[config.mk]
export PLATFORM = sky130hd
export DESIGN_NAME = pmc_top
export DESIGN_NICKNAME = d
export VERILOG_FILES = /design/src/rtl/pmc_pkg.sv /design/src/rtl/pmc_regif.sv /design/src/rtl/pmc_mode_dec.sv /design/src/rtl/pmc_clk_seq.sv /design/src/rtl/pmc_top.sv
export SDC_FILE = /design/constraint.sdc
export NUM_CORES = 1
export LEC_CHECK = 0
export ABC_AREA = 1
export BUFFER_PORTS_ARGS = -buffer_cell sky130_fd_sc_hd__buf_2
export CORE_ASPECT_RATIO = 1.2
export CORE_MARGIN = 3
export CORE_UTILIZATION = 35
export DETAILED_ROUTE_END_ITERATION = 16
export PLACE_DENSITY = 0.76
export SYNTH_ARGS = -nofsm -noshare
export SYNTH_HDL_FRONTEND = slang
export SYNTH_HIERARCHICAL = 1
export SYNTH_SLANG_ARGS = --single-unit
[constraint.sdc]
create_clock -name clk -period 1.1 [get_ports clk]
set_input_delay 0.11 -clock clk [delete_from_list [all_inputs] [get_ports clk]]
set_output_delay 0.11 -clock clk [all_outputs]
set_load 0.02 [all_outputs]
[src/rtl/pmc_pkg.sv]
`timescale 1ns/1ps
package pmc_pkg;

  // Field positions inside the mode register
  localparam int BIT_OSC0  = 0;
  localparam int BIT_OSC1  = 1;
  localparam int BIT_SLEEP = 2;
  localparam int BIT_HALT  = 3;
  localparam int BIT_STOP  = 4;
  localparam int REG_BITS  = 5;

  typedef enum logic [1:0] {
    MODE_RUN   = 2'd0,
    MODE_HALT  = 2'd1,
    MODE_SLEEP = 2'd2,
    MODE_STOP  = 2'd3
  } pm_mode_e;

  typedef struct packed {
    logic osc;
    logic cpu;
    logic per;
  } clk_en_t;

  // Enable triple wanted by each operating mode
  function automatic clk_en_t mode_targets(pm_mode_e m);
    clk_en_t t;
    case (m)
      MODE_HALT:  t = '{osc: 1'b1, cpu: 1'b0, per: 1'b1};
      MODE_SLEEP: t = '{osc: 1'b1, cpu: 1'b0, per: 1'b0};
      MODE_STOP:  t = '{osc: 1'b0, cpu: 1'b0, per: 1'b0};
      default:    t = '{osc: 1'b1, cpu: 1'b1, per: 1'b1};
    endcase
    return t;
  endfunction

endpackage

[src/rtl/pmc_regif.sv]
`timescale 1ns/1ps
module pmc_regif
  import pmc_pkg::*;
#(
  parameter int ADDR_W = 12,
  parameter int DATA_W = 32,
  parameter logic [ADDR_W-1:0] REG_ADDR = 12'h040
) (
  input  logic                  clk,
  input  logic                  rst_n,
  input  logic [ADDR_W-1:0]     addr_i,
  input  logic                  wr_i,
  input  logic [DATA_W/8-1:0]   strb_i,
  input  logic [DATA_W-1:0]     wdata_i,
  input  logic                  wake_i,
  output logic [REG_BITS-1:0]   reg_o,
  output logic [DATA_W-1:0]     rdata_o
);

  localparam int NB = DATA_W / 8;
  localparam logic [NB-1:0] HALF_STRB = NB'(2'b11);

  logic [REG_BITS-1:0] mode_q;
  logic                hit;
  logic                legal_wr;
  logic [DATA_W-1:REG_BITS] unused_wdata;

  assign unused_wdata = wdata_i[DATA_W-1:REG_BITS];
  assign hit      = (addr_i == REG_ADDR);
  assign legal_wr = wr_i && hit && (strb_i == HALF_STRB);

  always_ff @(posedge clk) begin
    if (!rst_n) begin
      mode_q <= '0;
    end else if (wake_i) begin
      mode_q[BIT_STOP:BIT_SLEEP] <= '0;
    end else if (legal_wr) begin
      mode_q <= wdata_i[REG_BITS-1:0];
    end
  end

  assign reg_o   = mode_q;
  assign rdata_o = hit ? DATA_W'(mode_q) : '0;

endmodule

[src/rtl/pmc_mode_dec.sv]
`timescale 1ns/1ps
module pmc_mode_dec
  import pmc_pkg::*;
(
  input  logic [REG_BITS-1:0] reg_i,
  output pm_mode_e            mode_o
);

  always_comb begin
    if (reg_i[BIT_STOP])       mode_o = MODE_STOP;
    else if (reg_i[BIT_SLEEP]) mode_o = MODE_SLEEP;
    else if (reg_i[BIT_HALT])  mode_o = MODE_HALT;
    else                       mode_o = MODE_RUN;
  end

endmodule

[src/rtl/pmc_clk_seq.sv]
`timescale 1ns/1ps
module pmc_clk_seq
  import pmc_pkg::*;
#(
  parameter int STAB_CYCLES = 16
) (
  input  logic     clk,
  input  logic     rst_n,
  input  pm_mode_e mode_i,
  output logic     osc_en_o,
  output logic     cpu_en_o,
  output logic     per_en_o,
  output logic     busy_o
);

  localparam int CW = (STAB_CYCLES < 1) ? 1 : $clog2(STAB_CYCLES + 1);

  clk_en_t       tgt;
  logic          osc_q, cpu_q, per_q;
  logic [CW-1:0] cnt_q;

  assign tgt = mode_targets(mode_i);

  always_ff @(posedge clk) begin
    if (!rst_n) begin
      osc_q <= 1'b1;
      cpu_q <= 1'b1;
      per_q <= 1'b1;
      cnt_q <= '0;
    end else if (!tgt.osc) begin
      osc_q <= 1'b0;
      cpu_q <= 1'b0;
      per_q <= 1'b0;
      cnt_q <= '0;
    end else if (!osc_q) begin
      osc_q <= 1'b1;
      if (STAB_CYCLES == 0) begin
        cpu_q <= tgt.cpu;
        per_q <= tgt.per;
      end else begin
        cpu_q <= 1'b0;
        per_q <= 1'b0;
        cnt_q <= CW'(STAB_CYCLES);
      end
    end else if (cnt_q > CW'(1)) begin
      cnt_q <= cnt_q - CW'(1);
    end else begin
      cnt_q <= '0;
      cpu_q <= tgt.cpu;
      per_q <= tgt.per;
    end
  end

  assign osc_en_o = osc_q;
  assign cpu_en_o = cpu_q;
  assign per_en_o = per_q;
  assign busy_o   = (cnt_q != '0);

endmodule

[src/rtl/pmc_top.sv]
`timescale 1ns/1ps
module pmc_top
  import pmc_pkg::*;
#(
  parameter int ADDR_W = 12,
  parameter int DATA_W = 32,
  parameter logic [ADDR_W-1:0] REG_ADDR = 12'h040,
  parameter int STAB_CYCLES = 16
) (
  input  logic                clk,
  input  logic                rst_n,
  input  logic [ADDR_W-1:0]   bus_addr_i,
  input  logic                bus_wr_i,
  input  logic [DATA_W/8-1:0] bus_strb_i,
  input  logic [DATA_W-1:0]   bus_wdata_i,
  output logic [DATA_W-1:0]   bus_rdata_o,
  input  logic                wake_i,
  output logic                osc_en_o,
  output logic                cpu_clk_en_o,
  output logic                per_clk_en_o
);

  logic [REG_BITS-1:0] mode_reg;
  pm_mode_e            mode;
  logic                stab_busy;

  pmc_regif #(
    .ADDR_W  (ADDR_W),
    .DATA_W  (DATA_W),
    .REG_ADDR(REG_ADDR)
  ) u_regif (
    .clk    (clk),
    .rst_n  (rst_n),
    .addr_i (bus_addr_i),
    .wr_i   (bus_wr_i),
    .strb_i (bus_strb_i),
    .wdata_i(bus_wdata_i),
    .wake_i (wake_i),
    .reg_o  (mode_reg),
    .rdata_o(bus_rdata_o)
  );

  pmc_mode_dec u_dec (
    .reg_i (mode_reg),
    .mode_o(mode)
  );

  pmc_clk_seq #(
    .STAB_CYCLES(STAB_CYCLES)
  ) u_seq (
    .clk     (clk),
    .rst_n   (rst_n),
    .mode_i  (mode),
    .osc_en_o(osc_en_o),
    .cpu_en_o(cpu_clk_en_o),
    .per_en_o(per_clk_en_o),
    .busy_o  (stab_busy)
  );

endmodule

; Yosys cells after proc, flatten, opt, wreduce, memory -nomap -nowiden
; Cells that the tools add are included.
[op_classes]
mux = 14
shifts = 0
n_reduce_logical = 6
mul = 0
order_cmp = 1
div = 0
bitwise = 2
n_addsub = 1
n_eq_ne = 6
[op_table]
columns = op, count
row1 = $mux 5, 3
row2 = $eq 12x7->1 const B, 1
row3 = $pmux 3 s3, 1
row4 = $mux 1, 8
row5 = $gt 5x1->1 const B, 1
row6 = $sub 5x1->5 const B, 1
row7 = $eq 2x2->1 const B, 2
row8 = $eq 4x2->1 const B, 1
row9 = $mux 2, 2
row10 = $reduce_and 2->1, 2
row11 = $reduce_and 4->1, 1
row12 = $ne 3x3->1 const B, 1
row13 = $eq 2x1->1 const B, 1
row14 = $logic_and 1x1->1, 2
row15 = $not 1->1, 2
row16 = $reduce_or 2->1, 1
[totals]
reg_bits = 13
memories = 0
mem_bits_ro = 0
latchBits = 0
input_bits = 52
out_inout_bits = 35
wordCells = 37
ram_bits = 0

; Logic depth before layout (Yosys ltp)
[depth]
word_depth = 8
depth_mapped = 8
depth_no_buf = 8

; By module
; Netlist, hierarchy kept.
[modules_own_cells]
columns = mod, instances, area_per_inst_um2, cells_each
row1 = pmc_regif, 1, 531.8, 85
row2 = pmc_clk_seq, 1, 364.1, 48
row3 = pmc_mode_dec, 1, 18.8, 5

; Worst setup path before layout
; No wires, ideal clock.
[synth_path]
path_type = flip-flop to flip-flop
startpoint = register u_regif.mode_q[2] (netlist: u_regif/reg_o[2])
endpoint = register u_seq.cnt_q[0]
path_stages_with_launch = 9
synth_period_minus_slack_ps = 980
n_path_buf = 0
t_required_ps = 1035
path_slack_ps = 120
arrival_ps = 915
cell_sequence = dfxtp_1 -> inv_1 -> nand2_1 -> nand2_1 -> nand2_1 -> inv_1 -> nor2_1 -> nand3_2 -> nor2_1
[synth_via]
elab_chain_len = 5
elab_cells_between_ends = 7
[synth_lines]
columns = item, line_no
row1 = start: declaration, pmc_regif.sv:23  ; logic [REG_BITS-1:0] mode_q;
row2 = start signal: assignment, pmc_regif.sv:38  ; mode_q <= wdata_i[REG_BITS-1:0];
row3 = $mux 2 (*), pmc_mode_dec.sv:11  ; else if (reg_i[BIT_SLEEP]) mode_o = MODE_SLEEP;
row4 = $mux 2 (*), pmc_mode_dec.sv:10  ; if (reg_i[BIT_STOP]) mode_o = MODE_STOP;
row5 = named net mode[0], pmc_top.sv:24  ; pm_mode_e mode;
row6 = $eq 2x2->1 / $eq 2x1->1 (equally long branches), pmc_pkg.sv:28  ; case (m)
row7 = $pmux 3 s3 (*), pmc_pkg.sv:28
row8 = $reduce_and 4->1 (no line) (*), --
row9 = end signal: assignment, pmc_clk_seq.sv:43  ; cnt_q <= CW'(STAB_CYCLES);
row10 = end signal: assignment, pmc_clk_seq.sv:46  ; cnt_q <= cnt_q - CW'(1);
row11 = end: declaration, pmc_clk_seq.sv:20  ; logic [CW-1:0] cnt_q;
; The timed path passes the listed nets; every way through them passes the cells marked *.
; A chain may end at the register's enable or synchronous reset.

; Worst setup path after layout
[layout_path]
startpoint = register u_seq.cnt_q[1]
endpoint = register u_seq.cnt_q[3]
[layout_via]
elab_chain_len = 2
elab_cells_between_ends = 3
[layout_lines]
columns = item, line_no
row1 = $gt 5x1->1, pmc_clk_seq.sv:45  ; end else if (cnt_q > CW'(1)) begin
row2 = $reduce_and 4->1 (no line), --
; Parallel ways exist; a longest one is shown, timed or not.

==> results by group <==
Run status
  – Status: finished, final reports clean

Detailed routing
  – Post-route DRC: 0
  – Post-route ant nets: 0
  – Average wire per standard cell: 8.41 µm
  – Vias: 832
  – Initial DRC Count: 2
  – Detailed Route WL: 1750 µm
  – 1st-pass router iterations: 3
  – Detail-routed via count per cell: 4.00

Floorplanning
  – Die height: ~62 µm
  – Initial Util: 0.385
  – Die width: 52.7 µm
  – Core Rows: 19
  – Core Box Area: 2380 µm²
  – # IOs: a little under 90
  – Die area: ~3300 µm²

Finish
  – Multi-input gate area: 539 µm²
  – Layout area overhead: 23.8%
  – Filler cells: between 200 and 300
  – Register Area: ~260 µm²
  – Nets: 232
  – Commonest non-fill, non-tap cell in the layout: buf_2
  – Antenna cell count: 0
  – Core Util, Final: 0.476
  – Share of cells above drive strength 1: 0.384
  – Commonest non-fill, non-tap cells in the layout: buf_2, nor2_1, conb_1

STA
  – Final Critical Period: 1.05 ns
  – Final Hold Fails: 0
  – Final worst-path cycle share: 0.954
  – Slew Viols, Final: 0
  – F_max: 0.953 GHz
  – RSZ-0062 raised after global routing: yes
  – Clk_skew: 0.00356 ns
  – Final setup viols: 0

Power
  – Pwr per Cell Area: 1540 nW/µm²
  – LEAKAGE: about 0.64 nW
  – Worst VDD drop: 0.710 mV
  – Total Power: 1.75 mW

Global routing
  – Largest net degree at the start of global routing: 9
  – Overflow after GRT: 0
  – Number of global-route vias before repair: 729
  – First-pass GRT wire length: 2710 µm
  – GRT Total Usage: 0.115
  – Initial antenna violation count: 0

Placed design
  – HPWL after DPL: 1460 µm
  – GP Congestion: 0.759
  – Port Buffers: 32

Worst setup path
  – Crit path max fanout: 4
  – CP arrival: about 1.2 ns
  – Slack of the worst reg-to-reg path: 0.05 ns
  – Critical path data required time: between 1 and 1.5 ns
  – CP Capture Type: flip-flop
  – Critical path type: reg2reg
  – Startpoint types: flip-flop

Clock tree
  – Clock Latency Late Sink: 0.28 ns
  – Clk sinks: 13
  – CTS tree: yes
  – Clk slew on worst S/H paths: 0.08 ns
  – Number of CTS-inserted buffers: 3
  – Root Driver: clkbuf_4
  – Hold-fix buffers at CTS: 0
  – CTS H-tree depth: 1
  – Clock Path Buffers: 2

Yosys
  – Synth Warn #: 6
  – Syn Area/Cell: 6.63 µm²
  – Gate count after technology mapping: 138
  – Sequential-to-total area share from yosys stat: 0.285
  – Syn Std Cell Area: a little over 900 µm²
  – Flop and latch count out of synthesis: 13
  – Distinct cells, synth: 18

Job
  – MaxCap Viol Count: 0

Worst hold path
  – Worst Hold Class: in2reg
final timing paths:
kind | to | cells past startpoint | from
hold / removal | u_regif/reg_o[0] | 3 | bus_wdata_i[0]
setup / recovery | u_seq/cnt_q[3] | 7 | u_seq/cnt_q[1]
setup reg to reg | u_seq/cnt_q[3] | 7 | u_seq/cnt_q[1]
hold reg to reg | u_seq/cnt_q[0] | 1 | u_seq/cnt_q[0]
report_power, final:
group	leakage (nW)	switching [mW]	internal [mW]	total, mW
registers	0.107	0.0616	0.566	0.628
logic	0.512	0.505	0.318	0.823
clock network	0.0177	0.161	0.135	0.296
cell usage after synthesis, drive strengths merged:
library cell,count,area share
nand3b,1,0.0082
and2,1,0.0082
nor2,36,0.16
ha,2,0.027
xor2,1,0.0096
inv,18,0.074
nand2,27,0.12
dfxtp,13,0.28
xnor2,1,0.0096
nand3,8,0.055
nand4,2,0.021
buf,27,0.22
conb,1,0.0041
critical path, stage by stage (launching register included):
cell     delay [ns]
dfxtp_2        0.33
inv_1          0.08
ha_2           0.17
nand2_2        0.06
nand2_4        0.08
nand2_4        0.06
nand3_4        0.12
nor2_2         0.05
cells by family (layout without fill, tap and decap cells):
kind of cell | after synthesis | after routing | share of synthesized area
adders and majority gates | 2 | 2 | 0.0274
buffers and inverters | 45 | 58 | 0.295
and+or+nand+nor | 75 | 75 | 0.369
other | 1 | 27 | 0.00410
DFF | 13 | 13 | 0.285
xor gates and xnor gates | 2 | 2 | 0.0192
metrics by stage:
step | setup TNS, ns | worst slack, ns | hold slack, ns | std cells | cell area [µm²]
2_1_floorplan | 0 | 0.120 | 0.179 | 164 | 1010
3_3_place_gp | -0.0472 | -0.0137 | 0.333 | 203 | 1030
3_5_place_dp | -0.0934 | -0.0273 | 0.340 | 203 | 1030
4_1_cts | 0 | 0.0189 | 0.0375 | 207 | 1060
5_1_grt | -0.0846 | -0.0305 | 0.0520 | 208 | 1130
6_report | 0 | 0.0507 | 0.0536 | 208 | 1130
timing repair:
action | CTS | global route
buffers inserted | 0 | 1
gates cloned | 0 | 0
pin swaps | 0 | 9
endpoints found under the setup margin | 4 | 12
resized for setup | 1 | 24
registers in the layout (all words and copies together), names as in the netlist:
signal and count:
u_regif/reg_o 5, u_seq/cnt_q 5, u_seq/cpu_en_o 1, u_seq/osc_en_o 1, u_seq/per_en_o 1
metal layers:
metal  GRT usage  vias to the layer above  wire, µm
met4      0.0985                        0        33
met3      0.0334                        4       217
met1       0.121                      347       657
met2       0.190                       46       841
li1            -                      435         -
met5           0                        -         0
cell type report:
class / instances / area share
clock buffer: 3 / 0.0199
clock inverter: 1 / 0.00442
inverter: 18 / 0.0597
multi-input combinational: 106 / 0.476
sequential: 13 / 0.233
tap: 31 / 0.0343
timing repair buffer: 36 / 0.172
Note: power is estimated with default switching activity, not from simulation.
